**src/rtl/intr_pkg.sv**
```systemverilog
// Shared definitions for the interrupt acceptance controller.
// Assumes: two sources, with the external source at index 0 (highest priority).
package intr_pkg;
    localparam int CTL_W      = 4;
    localparam int N_SRC      = 2;
    localparam int IDX_EXT    = 0;
    localparam int IDX_TMR    = 1;

    typedef enum logic {
        SRC_EXT = 1'b0,
        SRC_TMR = 1'b1
    } intr_src_e;
endpackage

```
**src/rtl/intr_pin_qual.sv**
```systemverilog
// Synchronises the raw external pin and qualifies it by time: the new level
// is adopted only after it has differed from the held level for STABLE_CLKS
// consecutive clocks. Emits a one-clock pulse when the adopted level turns high.
// Assumes: pin_raw is asynchronous to clk.
module intr_pin_qual #(
    parameter int STABLE_CLKS = 5
) (
    input  logic clk,
    input  logic rst_n,
    input  logic pin_raw,
    output logic rise_ok
);
    localparam int RW = $clog2(STABLE_CLKS + 1);

    logic          s_meta, s_sync, level;
    logic [RW-1:0] run;
    logic          at_limit;

    assign at_limit = (run == RW'(STABLE_CLKS - 1));
    assign rise_ok  = (s_sync != level) && at_limit && s_sync;

    // Two-flop synchroniser followed by the stability counter.
    always_ff @(posedge clk) begin
        if (!rst_n) begin
            s_meta <= 1'b0;
            s_sync <= 1'b0;
            level  <= 1'b0;
            run    <= '0;
        end else begin
            s_meta <= pin_raw;
            s_sync <= s_meta;
            if (s_sync == level) begin
                run <= '0;
            end else if (at_limit) begin
                level <= s_sync;
                run   <= '0;
            end else begin
                run <= run + RW'(1);
            end
        end
    end
endmodule

```
**src/rtl/intr_req_flags.sv**
```systemverilog
// Bank of sticky request flags. A set in the same clock as a clear wins,
// so that a fresh event is never lost.
// Assumes: set and clr are single-clock qualified strobes.
module intr_req_flags #(
    parameter int N = 2
) (
    input  logic         clk,
    input  logic         rst_n,
    input  logic [N-1:0] set,
    input  logic [N-1:0] clr,
    output logic [N-1:0] q
);
    for (genvar i = 0; i < N; i++) begin : g_flag
        // One sticky flag per source.
        always_ff @(posedge clk) begin
            if (!rst_n) q[i] <= 1'b0;
            else        q[i] <= set[i] | (q[i] & ~clr[i]);
        end
    end
endmodule

```
**src/rtl/intr_accept_seq.sv**
```systemverilog
// Acceptance delay sequencer. At the first machine-cycle tick where the
// condition is seen, it arms with a delay chosen by the instruction length.
// It then counts ticks and fires on the last one. It disarms whenever the
// condition drops.
// Assumes: mc_tick is a one-clock pulse per machine cycle.
module intr_accept_seq #(
    parameter int SHORT_DLY = 2,
    parameter int LONG_DLY  = 3
) (
    input  logic clk,
    input  logic rst_n,
    input  logic mc_tick,
    input  logic insn_single,
    input  logic cond,
    output logic take
);
    localparam int CW = $clog2(LONG_DLY + 1);

    logic          armed;
    logic [CW-1:0] cnt;
    logic          last;

    assign last = (cnt == CW'(1));
    assign take = mc_tick && armed && last && cond;

    // Arm, count down or disarm the pending acceptance.
    always_ff @(posedge clk) begin
        if (!rst_n) begin
            armed <= 1'b0;
            cnt   <= '0;
        end else if (!cond) begin
            armed <= 1'b0;
        end else if (mc_tick) begin
            if (!armed) begin
                armed <= 1'b1;
                cnt   <= insn_single ? CW'(SHORT_DLY) : CW'(LONG_DLY);
            end else if (last) begin
                armed <= 1'b0;
            end else begin
                cnt <= cnt - CW'(1);
            end
        end
    end
endmodule

```
**src/rtl/intr_accept_ctrl.sv**
```systemverilog
// Interrupt acceptance controller top. It holds the control register, the
// global enable and the request flags, selects the vector with external
// priority, and answers skip queries while a source is disabled.
// Assumes: skip queries come one at a time; sleep_enter overrides ctl_wr.
module intr_accept_ctrl
    import intr_pkg::*;
#(
    parameter int STABLE_CLKS = 5,
    parameter int SHORT_DLY   = 2,
    parameter int LONG_DLY    = 3
) (
    input  logic             clk,
    input  logic             rst_n,
    input  logic             mc_tick,
    input  logic             insn_single,
    input  logic             ext_pin,
    input  logic             tmr_uflow,
    input  logic [CTL_W-1:0] acc_in,
    input  logic             ctl_wr,
    input  logic             sleep_enter,
    input  logic             ei_op,
    input  logic             di_op,
    input  logic             snz_ext,
    input  logic             snz_tmr,
    output logic [CTL_W-1:0] ctl_q,
    output logic             gie,
    output logic             ext_req,
    output logic             tmr_req,
    output logic             skip,
    output logic             take_irq,
    output logic             irq_vec
);
    logic [N_SRC-1:0] f_set, f_clr, f_q, qual, skip_hit;
    logic             pin_rise, take, cond;
    intr_src_e        win_src;

    intr_pin_qual #(.STABLE_CLKS(STABLE_CLKS)) u_pin (
        .clk(clk), .rst_n(rst_n), .pin_raw(ext_pin), .rise_ok(pin_rise)
    );

    // Per-source qualification and skip decode.
    assign qual[IDX_EXT]     = gie & ctl_q[IDX_EXT] & f_q[IDX_EXT];
    assign qual[IDX_TMR]     = gie & ctl_q[IDX_TMR] & f_q[IDX_TMR];
    assign skip_hit[IDX_EXT] = snz_ext & ~ctl_q[IDX_EXT] & f_q[IDX_EXT];
    assign skip_hit[IDX_TMR] = snz_tmr & ~ctl_q[IDX_TMR] & f_q[IDX_TMR];
    assign cond              = |qual;
    assign win_src           = qual[IDX_EXT] ? SRC_EXT : SRC_TMR;

    intr_accept_seq #(.SHORT_DLY(SHORT_DLY), .LONG_DLY(LONG_DLY)) u_seq (
        .clk(clk), .rst_n(rst_n), .mc_tick(mc_tick),
        .insn_single(insn_single), .cond(cond), .take(take)
    );

    assign f_set[IDX_EXT] = pin_rise;
    assign f_set[IDX_TMR] = tmr_uflow;
    assign f_clr[IDX_EXT] = skip_hit[IDX_EXT] | (take & (win_src == SRC_EXT));
    assign f_clr[IDX_TMR] = skip_hit[IDX_TMR] | (take & (win_src == SRC_TMR));

    intr_req_flags #(.N(N_SRC)) u_flags (
        .clk(clk), .rst_n(rst_n), .set(f_set), .clr(f_clr), .q(f_q)
    );

    // Control register: low-power entry clears, otherwise load on write.
    always_ff @(posedge clk) begin
        if (!rst_n)           ctl_q <= '0;
        else if (sleep_enter) ctl_q <= '0;
        else if (ctl_wr)      ctl_q <= acc_in;
    end

    // Global enable: acceptance and DI clear it, EI sets it.
    always_ff @(posedge clk) begin
        if (!rst_n)        gie <= 1'b0;
        else if (take)     gie <= 1'b0;
        else if (di_op)    gie <= 1'b0;
        else if (ei_op)    gie <= 1'b1;
    end

    assign ext_req  = f_q[IDX_EXT];
    assign tmr_req  = f_q[IDX_TMR];
    assign skip     = |skip_hit;
    assign take_irq = take;
    assign irq_vec  = take & (win_src == SRC_TMR);
endmodule

```
**config.mk**
```make
export PLATFORM = sky130hd
export DESIGN_NAME = intr_accept_ctrl
export DESIGN_NICKNAME = d
export VERILOG_FILES = /design/src/rtl/intr_pkg.sv /design/src/rtl/intr_pin_qual.sv /design/src/rtl/intr_req_flags.sv /design/src/rtl/intr_accept_seq.sv /design/src/rtl/intr_accept_ctrl.sv
export SDC_FILE = /design/constraint.sdc
export NUM_CORES = 1
export LEC_CHECK = 0
export BUFFER_PORTS_ARGS = -buffer_cell sky130_fd_sc_hd__buf_2
export CORE_MARGIN = 1.5
export CORE_UTILIZATION = 35
export DETAILED_ROUTE_END_ITERATION = 7
export PLACE_DENSITY_LB_ADDON = 0.1
export SETUP_SLACK_MARGIN = 0.05
export SYNTH_ARGS = -nofsm -noshare
export SYNTH_HDL_FRONTEND = slang
export SYNTH_SLANG_ARGS = --single-unit
```
**constraint.sdc**
```tcl
create_clock -name clk -period 1.57 [get_ports clk]
set_clock_uncertainty 0.2 [all_clocks]
set_input_delay 0.157 -clock clk [delete_from_list [all_inputs] [get_ports clk]]
set_output_delay 0.157 -clock clk [all_outputs]
set_load 0.05 [all_outputs]
```
## After elaboration in Yosys (flattened, before gate mapping)

Cells that the tools add are included.

- Eq/ne operators: 5
- Bitwise gates (word level): 22
- Reductions and logical operators: 13
- Muxes and demuxes: 6
- Add/sub/neg operators: 2

Operators with widths:

| cell | number |
|---|---|
| AND 1 bit | 12 |
| NOT 1 bit | 6 |
| OR reduction 2 bit | 3 |
| OR reduction 3 bit | 2 |
| logical AND 1 bit | 5 |
| two-way mux 1 bit | 4 |
| two-way mux 2 bit | 2 |
| bitwise OR 1 bit | 4 |
| AND reduction 2 bit | 2 |
| adder 3 x 1 -> 3 bit, second input constant | 1 |
| == test 3 bit, second input constant | 1 |
| AND reduction 3 bit | 1 |
| == test 2 x 1 -> 1 bit, second input constant | 1 |
| != test 2 bit, second input constant | 1 |
| subtractor 2 x 1 -> 2 bit, second input constant | 1 |
| == test 1 bit | 1 |
| != test 1 bit | 1 |

- Input bits: 16
- Bits in registers: 16

## Longest topological paths before layout

- Word-level depth: 9
- Gate-level depth with buffers: 5
- Gate-level depth less buffers: 5

## Hierarchy

Synthesis repeated with hierarchy kept, for this count alone.

- Cell total of the unflattened synthesis: 77
- Area total of the unflattened synthesis: 759.5 um^2

By module, submodules not included:

| module | cells each | area each (um^2) | instances |
|---|---|---|---|
| intr_accept_ctrl | 29 | 256.5 | 1 |
| intr_pin_qual | 24 | 255.2 | 1 |
| intr_accept_seq | 18 | 165.2 | 1 |
| intr_req_flags | 6 | 82.6 | 1 |

## Worst setup path after synthesis

No wires, ideal clock.

- Kind: register to output
- Start: register ctl_q[0]
- End: output port irq_vec
- Data required time: 1213 ps
- Slack: -1029 ps
- Data arrival time: 2242 ps
- Stages on the path, launching flop included: 4
- Cell sequence: dfxtp_1 > a22oi_2 > nor3b_2 > and2_1

- Cells in the longest elaborated chain, start to end: 5
- Elaborated cells on any way between the ends: 6

Ends and longest elaborated chain:

| element | line | text |
|---|---|---|
| start: declaration | intr_accept_ctrl.sv:25 | `output logic [CTL_W-1:0] ctl_q,` |
| start signal: assignment | intr_accept_ctrl.sv:67 | `else if (ctl_wr) ctl_q <= acc_in;` |
| AND 1 bit (2 in a row) | intr_accept_ctrl.sv:42 | `assign qual[IDX_EXT] = gie & ctl_q[IDX_EXT] & f_q[IDX_EXT];` |
| OR reduction 2 bit | intr_accept_ctrl.sv:46 | `assign cond = \|qual;` |
| logical AND 1 bit | intr_accept_seq.sv:24 | `assign take = mc_tick && armed && last && cond;` |
| net take_irq | intr_accept_ctrl.sv:30 | `output logic take_irq,` |
| AND 1 bit | intr_accept_ctrl.sv:82 | `assign irq_vec = take & (win_src == SRC_TMR);` |
| end: declaration | intr_accept_ctrl.sv:31 | `output logic irq_vec` |

The timed path passes the listed nets, and every way through them passes these cells.

## Final worst setup path

- Start: register u_seq.cnt[1]
- End: output port irq_vec

- Cells in the longest elaborated chain, start to end: 4

Ends and longest elaborated chain:

| element | line | text |
|---|---|---|
| start: declaration | intr_accept_seq.sv:20 | `logic [CW-1:0] cnt;` |
| start signal: assignment | intr_accept_seq.sv:36 | `cnt <= insn_single ? CW'(SHORT_DLY) : CW'(LONG_DLY);` |
| start signal: assignment | intr_accept_seq.sv:40 | `cnt <= cnt - CW'(1);` |
| == test 2 x 1 -> 1 bit | intr_accept_seq.sv:23 | `assign last = (cnt == CW'(1));` |
| logical AND 1 bit (2 in a row) | intr_accept_seq.sv:24 |  |
| AND 1 bit | intr_accept_ctrl.sv:82 |  |

Every way passes these cells.

==> metrics <==
status=finished, violations left; violated checks=setup timing; worst setup margin=-0.227 ns; Place WS=-0.0339 ns; Critical Path Source=u_seq.cnt[1]; crit path time final=1.80 ns; Layout Cells excl Fill=153; Final Cycle Share=114%; Lkg Pwr=0.524 nW; Die ar.=2340 um2; vias in the first global route=614; top cell type's share of synthesized area=44.4%; Iter 0 DRT Violations=5; Starting Density=37.1%; largest net degree at the start of global routing=10; Total Power=0.826 mW; setup TNS=-0.485 ns; core area=1940 um2; Antenna Nets Post-Route=0; Crit. End Element=output port; clock slew seen by the registers of the worst setup and hold paths=0.10 ns; cell area after layout=1210 um2; final core occ=62.1%; antenna cells=0; row count=16; CP max stage delay=0.33 ns; crit path kind=reg2out; filler cell count=177; largest area contributor in the netlist=dfxtp_1; pwr/cell area=685 nW/um2; CP required=1.21 ns; Total Wirelength=1570 um; Post-Syn Nets=96; Switching Share=26.1%; reg2reg start=u_seq.cnt[1]; sequential share of power=50.8%; most area-consuming cells after synthesis=dfxtp_1, mux2i_1, ha_1, nor2_1, inv_1; Compound-Gate Fraction of Synth Area=15.8%; Worst Hold Launch=rst_n; RSZ-0062 raised after global routing=true; Avg Cell Area, Syn=9.36 um2; Clock Tree Buf Depth=2; Root Driver=clkbuf_4; Synth Register Bits=16; share of post-route cells with drive strength above 1=42.9%; Max Cap Violations=0; H-tree depth=1; Synth Area in XOR/XNOR=1.22%; gr usage total=14.4%; Die H=48.4 um; total gr overflow=0; synthesized area=721 um2; Area Growth Syn to Fin=67.4%; Synth Instances=77; Adder-Cell Fraction of Synth Area=5.21%; largest family of logic cells by synthesized area=simple AND/OR/NAND/NOR gates; Arrival @ worst endpoint=1.44 ns; Die W=48.4 um; total area of sequential cells=339 um2; simple-gate share of the synthesized area=21.7%; Logic pwr share=14.5%; vias per cell=4.54; Hold Slack=0.0136 ns; Routed WL per cell=10.2 um; Slowest-stage cell, CP=dfxtp_2; warnings from Yosys=0; IO Port Bufs=25; initial antenna violation count=0; Psw=0.215 mW; CTS tree=done; type of origin of the critical path=flip-flop; Final #Nets=146; Setup Viol. Count Final=4; VDD IR max=0.000462 V; gpl congestion=0.744; DRT Pass-1 Iters=4; worst-path cell chain=inv_2 > ha_4 > nand3_4 > nor3b_4 > and2_4 > buf_8; clk_lat worst skew=0.30 ns; Clock Sink Count=16; num ports=26; Int Pwr=0.610 mW; number of failing hold endpoints at the final stage=0; # DRC=0; Unique masters post-synth=28; post-synthesis mux area share=6.94%; Post-Place Cell Area=961 um2; DR vias=695; Fmax achieved=556 MHz; first-pass GRT wire length=2630 um; final max-slew violation count=0; worst slew pin tran=0.353 ns; area occupied by multi-input gates=424 um2; Crit Path Max Fanout=3; hold crit path type=in2reg; placed insts=132; Worst slew margin=75.8%; sequential area share after synthesis=44.4%; CTS Buf Count=3; Clk network pwr share=34.7%
[metal layers]
| metal | track usage, % | wire, um | part of all wire, % |
|---|---|---|---|
| met1 | 17.6 | 733 | 47 |
| met2 | 24.1 | 717 | 46 |
| met3 | 2.16 | 86 | 5.5 |
| met4 | 8.57 | 30 | 1.9 |
| met5 | 0 | 0 | 0 |
[cell usage after synthesis, drive strengths merged]
master	n
ha	3
nand2b	3
a22oi	1
o221ai	1
nand3b	1
nand3	4
a211oi	1
o211ai	1
o221a	1
nand2	4
dfxtp	16
clkbuf	1
xor2	1
mux2i	5
a21oi	3
nand4b	1
inv	8
and2b	1
a211o	1
nor4	1
a311oi	1
nor3b	2
a2111oi	2
nor2	9
o21ai	2
and2	3
[cell type report]
type                       count  area share (%)
inverter                       8            2.49
multi-input combinational     52            35.2
timing repair buffer          46            28.4
sequential                    16            28.1
tap                           27            2.80
clock buffer                   4            3.01
[repair_timing]
action | in CTS | in global routing
buffers inserted | 2 | 3
pin swaps | 2 | 1
hold buffers | 12 | 0
endpoints found under the setup margin | 4 | 7
gates resized for setup | 7 | 5
hold endpoints to repair | 12 | 0
gates cloned | 0 | 0
[cells in the final DEF (no fill, tap or decap), types with 2 or more instances in the layout]
cell            n
and2_1          2
dlygate4sd3_1  12
buf_2          22
ha_1            2
buf_6           2
buf_4           8
dfxtp_4         4
nand3_1         3
buf_8           2
clkbuf_4        3
nor2_1          9
mux2i_1         5
nand2b_1        2
a21oi_1         3
nand2_1         4
inv_1           7
dfxtp_2         3
dfxtp_1         9
[cells by family (layout without fill, tap and decap cells)]
| logic type | Yosys count | count (layout) |
|---|---|---|
| AND/OR/NAND/NOR | 29 | 29 |
| XOR/XNOR | 1 | 1 |
| buffers and inverters | 9 | 58 |
| AO/OA/AOI/OAI | 14 | 14 |
| flip-flops | 16 | 16 |
| adder cells (fa/ha/maj) | 3 | 3 |
| multiplexers | 5 | 5 |
[state kept, by name (all words and copies together), names as in the netlist]
name          count
ctl_q             4
gie               1
u_flags.q         2
u_pin.level       1
u_pin.run         3
u_pin.s_meta      1
u_pin.s_sync      1
u_seq.armed       1
u_seq.cnt         2
[worst max-delay path, delay by kind of cell (launching register included)]
family	cells	cell delay (ns)
fa+ha+maj	1	0.14
buf+inv	2	0.20
flops	1	0.33
simple gates	3	0.47
[worst paths after layout]
check                 end  slack (ns)  cells after the start
min              ctl_q[1]        0.01                      3
max               irq_vec       -0.23                      6
min reg2reg  u_pin.s_sync        0.24                      1
max reg2reg  u_seq.cnt[1]       -0.06                      6
[power groups by stage]
stage | logic [mW] | clock network, mW | registers [mW]
2_1_floorplan | 0.0358 | 0 | 0.450
3_3_place_gp | 0.0907 | 0 | 0.429
3_5_place_dp | 0.0911 | 0 | 0.429
4_1_cts | 0.116 | 0.294 | 0.420
5_1_grt | 0.129 | 0.312 | 0.421
6_report | 0.120 | 0.287 | 0.419
Power figures use the tool's default switching activity.
